<file path="src/rtl/fsx_pkg.sv">
package fsx_pkg;
  localparam int WORD_W  = 32;
  localparam int DLY_W   = 2;
  localparam int DLY_MAX = 2;
  localparam int PER_W   = $clog2(WORD_W + DLY_MAX + 1);

  typedef enum logic {
    ST_IDLE = 1'b0,
    ST_RUN  = 1'b1
  } tx_state_e;
endpackage

</file>
<file path="src/rtl/fsx_cfg_store.sv">
module fsx_cfg_store #(
  parameter int CFG_W    = 8,
  parameter int HALF_MIN = 2,
  parameter int HALF_MAX = 8,
  parameter int HALF_DEF = 4,
  parameter int HW       = $clog2(HALF_MAX + 1)
) (
  input  logic                     clk_i,
  input  logic                     rst_ni,
  input  logic                     wr_i,
  input  logic [fsx_pkg::DLY_W-1:0] dly_i,
  input  logic [CFG_W-1:0]         half_i,
  output logic [fsx_pkg::DLY_W-1:0] dly_o,
  output logic [HW-1:0]            half_o
);
  import fsx_pkg::*;

  logic [DLY_W-1:0] dly_clamped;
  logic [HW-1:0]    half_clamped;

  always_comb begin
    dly_clamped = (int'(dly_i) > DLY_MAX) ? DLY_W'(DLY_MAX) : dly_i;
    if (int'(half_i) < HALF_MIN)      half_clamped = HW'(HALF_MIN);
    else if (int'(half_i) > HALF_MAX) half_clamped = HW'(HALF_MAX);
    else                              half_clamped = HW'(half_i);
  end

  always_ff @(posedge clk_i or negedge rst_ni) begin
    if (!rst_ni) begin
      dly_o  <= DLY_W'(1);
      half_o <= HW'(HALF_DEF);
    end else if (wr_i) begin
      dly_o  <= dly_clamped;
      half_o <= half_clamped;
    end
  end

  AST_DLY_IN_RANGE: assert property (@(posedge clk_i) disable iff (!rst_ni)
    int'(dly_o) <= DLY_MAX);
  AST_HALF_IN_RANGE: assert property (@(posedge clk_i) disable iff (!rst_ni)
    int'(half_o) >= HALF_MIN && int'(half_o) <= HALF_MAX);
endmodule

</file>
<file path="src/rtl/fsx_bitclk.sv">
module fsx_bitclk #(
  parameter int HALF_MAX = 8,
  parameter int HW       = $clog2(HALF_MAX + 1)
) (
  input  logic          clk_i,
  input  logic          rst_ni,
  input  logic          run_i,
  input  logic [HW-1:0] half_i,
  output logic          sclk_o,
  output logic          period_end_o
);
  localparam int CW = HW + 1;

  logic [CW-1:0] phase_q;
  logic [CW-1:0] phase_top;

  assign phase_top = {half_i, 1'b0} - CW'(1);

  always_ff @(posedge clk_i or negedge rst_ni) begin
    if (!rst_ni)                   phase_q <= '0;
    else if (!run_i)               phase_q <= '0;
    else if (phase_q == phase_top) phase_q <= '0;
    else                           phase_q <= phase_q + CW'(1);
  end

  assign sclk_o       = run_i && (phase_q < {1'b0, half_i});
  assign period_end_o = run_i && (phase_q == phase_top);

  AST_PERIOD_END_LOW: assert property (@(posedge clk_i) disable iff (!rst_ni)
    period_end_o |-> !sclk_o);
endmodule

</file>
<file path="src/rtl/fsx_frame.sv">
module fsx_frame #(
  parameter int HALF_MAX = 8,
  parameter int HW       = $clog2(HALF_MAX + 1)
) (
  input  logic                              clk_i,
  input  logic                              rst_ni,
  input  logic                              valid_i,
  input  logic [fsx_pkg::WORD_W-1:0]        word_i,
  input  logic [fsx_pkg::DLY_W-1:0]         dly_cfg_i,
  input  logic [HW-1:0]                     half_cfg_i,
  input  logic                              period_end_i,
  output logic                              ready_o,
  output logic                              run_o,
  output logic [HW-1:0]                     half_o,
  output logic                              fs_n_o,
  output logic                              sd_o,
  output logic                              done_o
);
  import fsx_pkg::*;

  tx_state_e         state_q;
  logic [WORD_W-1:0] shift_q;
  logic [DLY_W-1:0]  dly_q;
  logic [PER_W-1:0]  per_q;
  logic [PER_W-1:0]  last_per;
  logic              accept;
  logic              in_data;

  assign ready_o  = (state_q == ST_IDLE);
  assign run_o    = (state_q == ST_RUN);
  assign accept   = ready_o && valid_i;
  assign last_per = PER_W'(dly_q) + PER_W'(WORD_W - 1);
  assign in_data  = per_q >= PER_W'(dly_q);

  always_ff @(posedge clk_i or negedge rst_ni) begin
    if (!rst_ni) begin
      state_q <= ST_IDLE;
      shift_q <= '0;
      dly_q   <= DLY_W'(1);
      half_o  <= HW'(1);
      per_q   <= '0;
      done_o  <= 1'b0;
    end else begin
      done_o <= 1'b0;
      if (accept) begin
        state_q <= ST_RUN;
        shift_q <= word_i;
        dly_q   <= dly_cfg_i;
        half_o  <= half_cfg_i;
        per_q   <= '0;
      end else if (run_o && period_end_i) begin
        if (in_data) shift_q <= {shift_q[WORD_W-2:0], 1'b0};
        if (per_q == last_per) begin
          state_q <= ST_IDLE;
          done_o  <= 1'b1;
        end else begin
          per_q <= per_q + PER_W'(1);
        end
      end
    end
  end

  assign fs_n_o = !(run_o && per_q == '0);
  assign sd_o   = run_o && in_data && shift_q[WORD_W-1];

  AST_CFG_HELD: assert property (@(posedge clk_i) disable iff (!rst_ni)
    run_o && $past(run_o) |-> $stable(dly_q) && $stable(half_o));
  AST_DONE_SINGLE: assert property (@(posedge clk_i) disable iff (!rst_ni)
    done_o |=> !done_o);
  AST_DONE_ENDS_RUN: assert property (@(posedge clk_i) disable iff (!rst_ni)
    done_o |-> $fell(run_o));
endmodule

</file>
<file path="src/rtl/fsx_word_tx.sv">
module fsx_word_tx #(
  parameter int CFG_W    = 8,
  parameter int HALF_MIN = 2,
  parameter int HALF_MAX = 8,
  parameter int HALF_DEF = 4
) (
  input  logic        clk_i,
  input  logic        rst_ni,
  input  logic        cfg_wr_i,
  input  logic [1:0]  cfg_dly_i,
  input  logic [7:0]  cfg_half_i,
  input  logic [31:0] word_i,
  input  logic        valid_i,
  output logic        ready_o,
  output logic        sclk_o,
  output logic        fs_n_o,
  output logic        sd_o,
  output logic        busy_o,
  output logic        done_o
);
  import fsx_pkg::*;

  localparam int HW = $clog2(HALF_MAX + 1);

  logic [DLY_W-1:0] dly_cfg;
  logic [HW-1:0]    half_cfg;
  logic [HW-1:0]    half_run;
  logic             run;
  logic             period_end;

  fsx_cfg_store #(
    .CFG_W(CFG_W), .HALF_MIN(HALF_MIN), .HALF_MAX(HALF_MAX),
    .HALF_DEF(HALF_DEF), .HW(HW)
  ) i_cfg (
    .clk_i(clk_i), .rst_ni(rst_ni), .wr_i(cfg_wr_i),
    .dly_i(cfg_dly_i), .half_i(CFG_W'(cfg_half_i)),
    .dly_o(dly_cfg), .half_o(half_cfg)
  );

  fsx_frame #(.HALF_MAX(HALF_MAX), .HW(HW)) i_frame (
    .clk_i(clk_i), .rst_ni(rst_ni), .valid_i(valid_i), .word_i(word_i),
    .dly_cfg_i(dly_cfg), .half_cfg_i(half_cfg), .period_end_i(period_end),
    .ready_o(ready_o), .run_o(run), .half_o(half_run),
    .fs_n_o(fs_n_o), .sd_o(sd_o), .done_o(done_o)
  );

  fsx_bitclk #(.HALF_MAX(HALF_MAX), .HW(HW)) i_bitclk (
    .clk_i(clk_i), .rst_ni(rst_ni), .run_i(run), .half_i(half_run),
    .sclk_o(sclk_o), .period_end_o(period_end)
  );

  assign busy_o = run;

  AST_FS_ON_RISE: assert property (@(posedge clk_i) disable iff (!rst_ni)
    $fell(fs_n_o) |-> $rose(sclk_o));
  AST_DATA_ON_RISE: assert property (@(posedge clk_i) disable iff (!rst_ni)
    busy_o && $past(busy_o) && !$stable(sd_o) |-> $rose(sclk_o));
  AST_IDLE_LEVELS: assert property (@(posedge clk_i) disable iff (!rst_ni)
    ready_o |-> fs_n_o && !sd_o && !sclk_o && !busy_o);
endmodule

</file>
<file path="config.mk">
export PLATFORM = sky130hd
export DESIGN_NAME = fsx_word_tx
export DESIGN_NICKNAME = d
export VERILOG_FILES = /design/src/rtl/fsx_pkg.sv /design/src/rtl/fsx_cfg_store.sv /design/src/rtl/fsx_bitclk.sv /design/src/rtl/fsx_frame.sv /design/src/rtl/fsx_word_tx.sv
export SDC_FILE = /design/constraint.sdc
export NUM_CORES = 1
export LEC_CHECK = 0
export ABC_AREA = 1
export BUFFER_PORTS_ARGS = -buffer_cell sky130_fd_sc_hd__buf_2
export CORE_ASPECT_RATIO = 1.5
export CORE_MARGIN = 2
export CORE_UTILIZATION = 30
export DETAILED_ROUTE_END_ITERATION = 8
export PLACE_DENSITY_LB_ADDON = 0.05
export SETUP_SLACK_MARGIN = 0.15
export SYNTH_ARGS = -nofsm -noshare
export SYNTH_HDL_FRONTEND = slang
export SYNTH_SLANG_ARGS = --single-unit
</file>
<file path="constraint.sdc">
create_clock -name clk_i -period 4.22 [get_ports clk_i]
set_input_delay 0.422 -clock clk_i [delete_from_list [all_inputs] [get_ports clk_i]]
set_output_delay 0.422 -clock clk_i [all_outputs]
set_load 0.02 [all_outputs]
</file>
==> flow_metrics.py, run 1 <==
metrics = {
    "critical_path": {
        "critical-path-max-stage-delay_ns": 0.76,
        "worstSetupPathType": "flop to flop",
        "reg2reg_depth": 11,
        "crit_path_frequent_cell": "nand2_1",
        "r2r-end": "i_frame.shift_q[23]$_DFFE_PN0P_",
        "worstReg2RegStart": "i_frame.per_q[0]$_DFFE_PN0P_",
        "crit_path_end_kind": "flop",
        "cp.required_ns": 4.48,
        "critical_path.max_fanout": 32,
        "arrival_ns": 3.01,
        "critPathSlowestCell": "nand2_2",
        "startpoint_type": "flop",
        "ff2ff_setup_slack_ns": 1.47,
        "crit_chain": "inv_1 > ha_1 > inv_1 > nand2_1 > a21oi_1 > nand2_1 > nand2_1 > nand2_2 > nand2_2 > nand2_1 > nand2_1",
    },
    "hold_path": {
        "hold_class": "primary input to async pin",
    },
    "yosys": {
        "synth_simple_gate_area_frac": 0.4144,
        "syn_avg_cell_area_um2": 7.518,
        "synth-xor-area-share": 0.007853,
        "ys_ff_latch": 57,
        "seq_area_frac_synth": 0.4278,
        "synth_fa_ha_area_frac": 0.03740,
        "yosys_warnings": 0,
        "synth-main-ff-cell": "dfrtp_1",
        "synth_edf_count": 0,
        "ys_async_sr_fraction": 1.000,
        "synth_compound_area_frac": 0.03328,
        "synthMuxAreaShare": 0,
        "synthCells": 445,
        "synth_top_family_by_area": "simple AND/OR/NAND/NOR gates",
        "synth_cell_types": 31,
        "synth_area_um2": 3346,
        "synth_nets": 501,
    },
    "finish": {
        "drive_gt1_frac": 0.2126,
        "syn2layout_area_growth_pct": 18.32,
        "nets": 545,
        "n_antenna_cell": 0,
        "final_core_util": 0.3619,
    },
    "sta": {
        "setup_viol": 0,
        "fin_skew_ns": 0.007877,
        "rsz0062_at_grt": "false",
        "hold_slack_ns": 0.04840,
        "maxSlewHeadroom": 0.4085,
        "hold_viol": 0,
        "fin_crit_ns": 2.754,
        "setup_tns_ns": 0,
        "fmax_mhz": 363.1,
        "fin_crit_sh": 0.6526,
        "report.final.slew_viol_count": 0,
        "worst_slew_pin_slew_ns": 0.8841,
    },
    "power_and_ir_drop": {
        "switchingPower_uw": 265.9,
        "power_density_nw_per_um2": 337.8,
        "p_leak_uw": 0.002134,
        "pwr-share-clk": 0.558,
        "seqPwrFrac": 0.412,
        "p_int_uw": 1072,
        "pwr-share-comb": 0.030,
        "swShare": 0.1988,
        "peakVddDrop_mv": 0.1739,
    },
    "floorplanning": {
        "die-area_um2": 12030,
        "start_util": 0.3059,
        "coreArea_um2": 10940,
        "die_h_um": 133.3,
        "num_rows": 47,
        "pin_count": 52,
        "die_w_um": 90.23,
    },
    "clock_network": {
        "htreeDepth": 3,
        "tritoncts": "yes",
        "ctsLongestPathBuffers": 2,
        "path_clk_slew_ns": 0.05,
        "cts_resized": 0,
        "numCtsBuffers": 9,
        "cts_root_buf": "clkbuf_16",
        "clock_latency_ns": 0.32,
        "cts_hold_buf": 0,
        "postCtsSetupBuffers": 0,
        "cts.sinks": 57,
    },
    "global_route": {
        "grt_use_total": 0.1436,
        "grt_first_pass_wirelength_um": 13830,
        "grt_pass1_vias": 2983,
        "grt_overflow": 0,
        "grt_max_degree": 47,
        "antenna_found_initial": 0,
    },
    "routing": {
        "finalWirelength_um": 8104,
        "drt_iter0_drc": 138,
        "routedWlPerCell_um": 12.64,
        "vias": 2845,
        "first_pass_iters": 4,
        "drc": 0,
        "vias_per_cell": 4.438,
        "ant_nets": 0,
    },
    "status": {
        "status": "complete, no violations",
    },
    "run": {
        "drv_cap": 0,
    },
    "placed_design": {
        "io_buffers": 51,
        "dpl.hpwl_um": 5289,
        "gp_congestion": 0.7899,
    },
}
synth_stat cells, types with 2 or more instances:
| library cell | count | share of area |
|---|---|---|
| nand3_1 | 27 | 0.040 |
| inv_1 | 26 | 0.029 |
| buf_4 | 2 | 0.0045 |
| dfstp_2 | 4 | 0.031 |
| clkbuf_1 | 2 | 0.0022 |
| nor3b_1 | 3 | 0.0067 |
| o21a_1 | 2 | 0.0045 |
| buf_2 | 12 | 0.018 |
| ha_1 | 10 | 0.037 |
| inv_2 | 5 | 0.0056 |
| buf_12 | 3 | 0.018 |
| nand3_2 | 20 | 0.060 |
| nand2_1 | 216 | 0.24 |
| dfrtp_1 | 53 | 0.40 |
| nand2_4 | 2 | 0.0067 |
| nor2_1 | 24 | 0.027 |
| nand4_1 | 3 | 0.0056 |
| a21oi_1 | 4 | 0.0060 |
| o21ai_0 | 11 | 0.016 |
| xnor2_1 | 2 | 0.0052 |
| nand2_2 | 4 | 0.0075 |
how the worst max path moves through the flow:
stage,startpoint,to,slack [ns]
2_1_floorplan,i_frame.half_o[1]$_DFFE_PN0P_,sclk_o,2.37
3_3_place_gp,i_frame.per_q[0]$_DFFE_PN0P_,i_frame.shift_q[0]$_DFFE_PN0P_,1.43
3_5_place_dp,i_frame.per_q[0]$_DFFE_PN0P_,i_frame.shift_q[21]$_DFFE_PN0P_,1.43
4_1_cts,i_frame.per_q[0]$_DFFE_PN0P_,i_frame.shift_q[24]$_DFFE_PN0P_,1.41
5_1_grt,i_frame.per_q[0]$_DFFE_PN0P_,i_frame.shift_q[18]$_DFFE_PN0P_,1.15
6_report,i_frame.per_q[0]$_DFFE_PN0P_,i_frame.shift_q[23]$_DFFE_PN0P_,1.47
flip-flops by register name (all words and copies together), names as in the netlist:
name / cells
i_bitclk.phase_q: 5
i_cfg.dly_o: 2
i_cfg.half_o: 4
i_frame.dly_q: 2
i_frame.done_o: 1
i_frame.half_o: 4
i_frame.per_q: 6
i_frame.run_o: 1
i_frame.shift_q: 32
per-stage QoR:
stage	power (uW)	cell area, um2	worst slack, ns	instances
final	1337	3959	1.466	641
after global routing	1387	3959	1.146	641
after CTS	1361	3959	1.409	641
after detailed placement	601.2	3650	1.426	625
after global placement	600.4	3650	1.427	625
after floorplan	565.8	3346	2.370	445
routing by layer:
metal	wire (um)	global-route usage	vias up
li1	-	-	1476
met1	3583	0.1646	1309
met2	4084	0.2586	45
met3	237	0.02885	15
met4	199	0.06154	0
met5	0	0	-
cell type report:
class	instances	area, um2
multi-input combinational	337	1649
fill	1197	6979
clock inverter	2	35.03
tap	147	183.9
clock buffer	14	274.0
inverter	32	122.6
sequential	57	1431
timing repair buffer	52	262.8
power groups by stage:
stage | clock network [uW] | logic [uW] | registers (uW)
6_report | 747 | 39.5 | 551
5_1_grt | 789 | 46.8 | 551
4_1_cts | 769 | 41.2 | 551
3_5_place_dp | 0 | 41.2 | 560
3_3_place_gp | 0 | 40.4 | 560
2_1_floorplan | 0 | 5.83 | 560
critical path, delay by kind of cell, from the launching register on:
kind / cells / cell delay (ns)
simple gates: 7 / 1.65
compound gates: 1 / 0.13
fa+ha+maj: 1 / 0.29
buf+inv: 2 / 0.16
flops: 1 / 0.40
kinds of logic (layout without fill, tap and decap cells):
logic type,count (synthesis),count (layout)
adder cells (fa/ha/maj),10,10
buffers and inverters,51,100
flip-flops,57,57
AO/OA/AOI/OAI,20,20
XOR/XNOR,3,3
AND/OR/NAND/NOR,304,304
placed cells by master, fill, tap and decap left out, drive strengths merged, types with 2 or more instances in the layout:
master	n
a21oi	4
buf	52
clkbuf	14
dfrtp	53
dfstp	4
ha	10
inv	32
nand2	223
nand3	48
nand4	3
nor2	25
nor3b	3
o21a	2
o21ai	11
xnor2	2
Note: power is estimated with default switching activity, not from simulation.
==> run 2: changes to the inputs <==
- ABC_AREA: 1 -> 0
- clock period: 4.22 -> 2.7 ns (I/O delays scaled with it)
==> flow_metrics.py, run 2 <==
metrics = {
    "sta": {
        "fmax_mhz": 443.7,
        "fin_skew_ns": 0.009190,
        "report.final.slew_viol_count": 0,
        "rsz0062_at_grt": "false",
        "fin_crit_sh": 0.8347,
        "hold_viol": 0,
        "setup_tns_ns": 0,
        "fin_crit_ns": 2.254,
        "maxSlewHeadroom": 0.6953,
        "worst_slew_pin_slew_ns": 0.4554,
        "setup_viol": 0,
    },
    "yosys": {
        "synth_edf_count": 0,
        "synth_area_leaders": "dfrtp_1 45%, nand2_1 8.3%, o211ai_1 6.9%",
        "synth_nets": 386,
        "syn_avg_cell_area_um2": 8.940,
        "synth.top_cell.area_share": 0.4495,
        "ys_top_cells_by_count": "65 x nand2_1, 53 x dfrtp_1, 36 x nand3_1",
        "seq_area_frac_synth": 0.4852,
        "ys_ff_latch": 57,
        "yosys_warnings": 0,
        "synthCells": 330,
        "synth_cell_types": 42,
        "ys_async_sr_fraction": 1.000,
        "yosysMostFrequentCell": "nand2_1",
        "yosysTopAreaCell": "dfrtp_1",
        "synth_area_um2": 2950,
        "synth-main-ff-cell": "dfrtp_1",
    },
    "clock_network": {
        "htreeDepth": 3,
        "numCtsBuffers": 9,
        "tritoncts": "yes",
        "cts_root_buf": "clkbuf_16",
        "path_clk_slew_ns": 0.05,
        "ctsLongestPathBuffers": 2,
        "cts_resized": 0,
        "clock_latency_ns": 0.33,
        "cts.sinks": 57,
    },
    "critical_path": {
        "reg2reg_depth": 8,
        "crit_path_frequent_cell": "and3_1",
        "crit_chain": "inv_1 > ha_1 > xor2_1 > and3_1 > and3_1 > buf_4 > nand3_1 > a31oi_1",
        "ff2ff_setup_slack_ns": 0.45,
        "crit_path_end_kind": "flop",
        "critical-path-max-stage-delay_ns": 0.54,
        "critPathSlowestCell": "dfstp_2",
        "worstReg2RegStart": "i_frame.half_o[0]$_DFFE_PN1P_",
        "worstSetupPathType": "flop to flop",
        "arrival_ns": 2.50,
        "r2r-end": "i_frame.shift_q[30]$_DFFE_PN0P_",
        "critical_path.max_fanout": 31,
        "startpoint_type": "flop",
        "cp.required_ns": 2.94,
    },
    "routing": {
        "drt_iter0_drc": 107,
        "finalWirelength_um": 7479,
        "first_pass_iters": 4,
        "vias_per_cell": 5.058,
        "ant_nets": 0,
        "drc": 0,
        "routedWlPerCell_um": 14.93,
        "vias": 2534,
    },
    "power_and_ir_drop": {
        "p_leak_uw": 0.001622,
        "peakVddDrop_mv": 0.3541,
        "power_density_nw_per_um2": 934.0,
    },
    "hold_path": {
        "hold_path_depth": 3,
        "hold_class": "primary input to flop",
        "hold_path_end": "i_frame.shift_q[25]$_DFFE_PN0P_",
        "worstHoldStart": "word_i[25]",
    },
    "finish": {
        "top_register": "i_frame.shift_q",
        "final_cell_mix": "65 x nand2_1, 53 x dfrtp_1, 51 x buf_2",
        "largest_register_ffs": 32,
        "syn2layout_area_growth_pct": 22.99,
        "final_core_util": 0.3766,
        "design_area_um2": 3628,
        "final_common_cell": "nand2_1",
        "n_antenna_cell": 0,
        "nets": 437,
        "drive_gt1_frac": 0.2176,
        "reg_top3": "i_frame.shift_q (32), i_frame.per_q (6), i_bitclk.phase_q (5)",
    },
    "floorplanning": {
        "die_h_um": 125.5,
        "pin_count": 52,
        "die_w_um": 84.97,
        "num_rows": 44,
        "start_util": 0.3062,
        "die-area_um2": 10660,
        "coreArea_um2": 9634,
    },
    "global_route": {
        "grt_first_pass_wirelength_um": 12780,
        "grt_max_degree": 39,
        "antenna_found_initial": 0,
        "grt_overflow": 0,
        "grt_use_total": 0.1518,
        "grt_pass1_vias": 2591,
    },
    "placed_design": {
        "dpl.hpwl_um": 5142,
        "placed_area_um2": 3318,
        "gp_congestion": 0.7169,
        "io_buffers": 51,
    },
    "run": {
        "drv_cap": 0,
    },
    "status": {
        "status": "complete, no violations",
    },
}
run 2: cell types whose count changed after synthesis, moves of 8 or more:
cell,before,now
o211ai_1,0,27
a31oi_1,0,8
nand3_1,27,36
nand3_2,20,1
nand2_1,216,65
inv_1,26,16
and3_1,0,9
clkbuf_1,2,10
run 2: worst max-delay path, delay by kind of cell, from the launching register on:
kind                       cells  cell delay, ns
DFF                            1            0.54
and+or+nand+nor                3            0.58
xor gates and xnor gates       1            0.12
buffers and inverters          2            0.44
adders and majority gates      1            0.30
AOI/OAI and AO/OA              1            0.18
run 2: per-layer routing:
layer  wire length (um)  vias up  track usage
met5                  0        -            0
met4                148        0      0.07563
met3                216       10      0.03366
met2               3772       51       0.2468
met1               3342     1222       0.1877
li1                   -     1251            -
run 2: report_power, final:
| part | leakage (uW) | internal (uW) | switching, uW |
|---|---|---|---|
| sequential | 0.000681 | 1180 | 227 |
| clock | 0.000150 | 760 | 379 |
| combinational | 0.000791 | 413 | 433 |
| total | 0.00162 | 2350 | 1040 |
run 2: cell families after synthesis:
kind of cell / count (synthesis) / share of synthesized area
buffers and inverters: 38 / 0.05598
xor gates and xnor gates: 10 / 0.02968
DFF: 57 / 0.4852
muxes: 1 / 0.003817
AOI/OAI and AO/OA: 66 / 0.1510
adders and majority gates: 10 / 0.04241
and+or+nand+nor: 148 / 0.2320
run 2: through the flow:
stage,hold slack [ns],total power [uW],cells,worst slack (ns)
floorplan,-0.02559,2017,330,0.7109
global placement,0.1180,2269,484,0.4713
detailed placement,0.1190,2280,484,0.4501
CTS,0.1414,3447,501,0.4337
global route,0.1656,3631,501,0.2911
finish,0.1541,3389,501,0.4462
run 2: timing repair:
action | CTS | global route
hold buffers | 1 | 0
hold endpoints to repair | 5 | 0
setup buffers | 0 | 0
run 2: layout make-up:
type,count,area (um2)
clock inverter,3,40.04
sequential,57,1431
tap,115,143.9
timing repair buffer,61,332.8
inverter,17,63.81
clock buffer,13,260.3
multi-input combinational,235,1356
fill,990,6006
run 2: worst max-delay path by stage:
stage          slack [ns]                           from  depth (start not counted)                         endpoint
6_report             0.45  i_frame.half_o[0]$_DFFE_PN1P_                          8  i_frame.shift_q[30]$_DFFE_PN0P_
5_1_grt              0.29  i_frame.half_o[0]$_DFFE_PN1P_                          8  i_frame.shift_q[18]$_DFFE_PN0P_
4_1_cts              0.43  i_frame.half_o[0]$_DFFE_PN1P_                          8  i_frame.shift_q[30]$_DFFE_PN0P_
3_5_place_dp         0.45  i_frame.half_o[0]$_DFFE_PN1P_                          8  i_frame.shift_q[18]$_DFFE_PN0P_
3_3_place_gp         0.47  i_frame.half_o[0]$_DFFE_PN1P_                          7     i_frame.per_q[0]$_DFFE_PN0P_
2_1_floorplan        0.71  i_frame.half_o[0]$_DFFE_PN1P_                          8     i_frame.per_q[3]$_DFFE_PN0P_
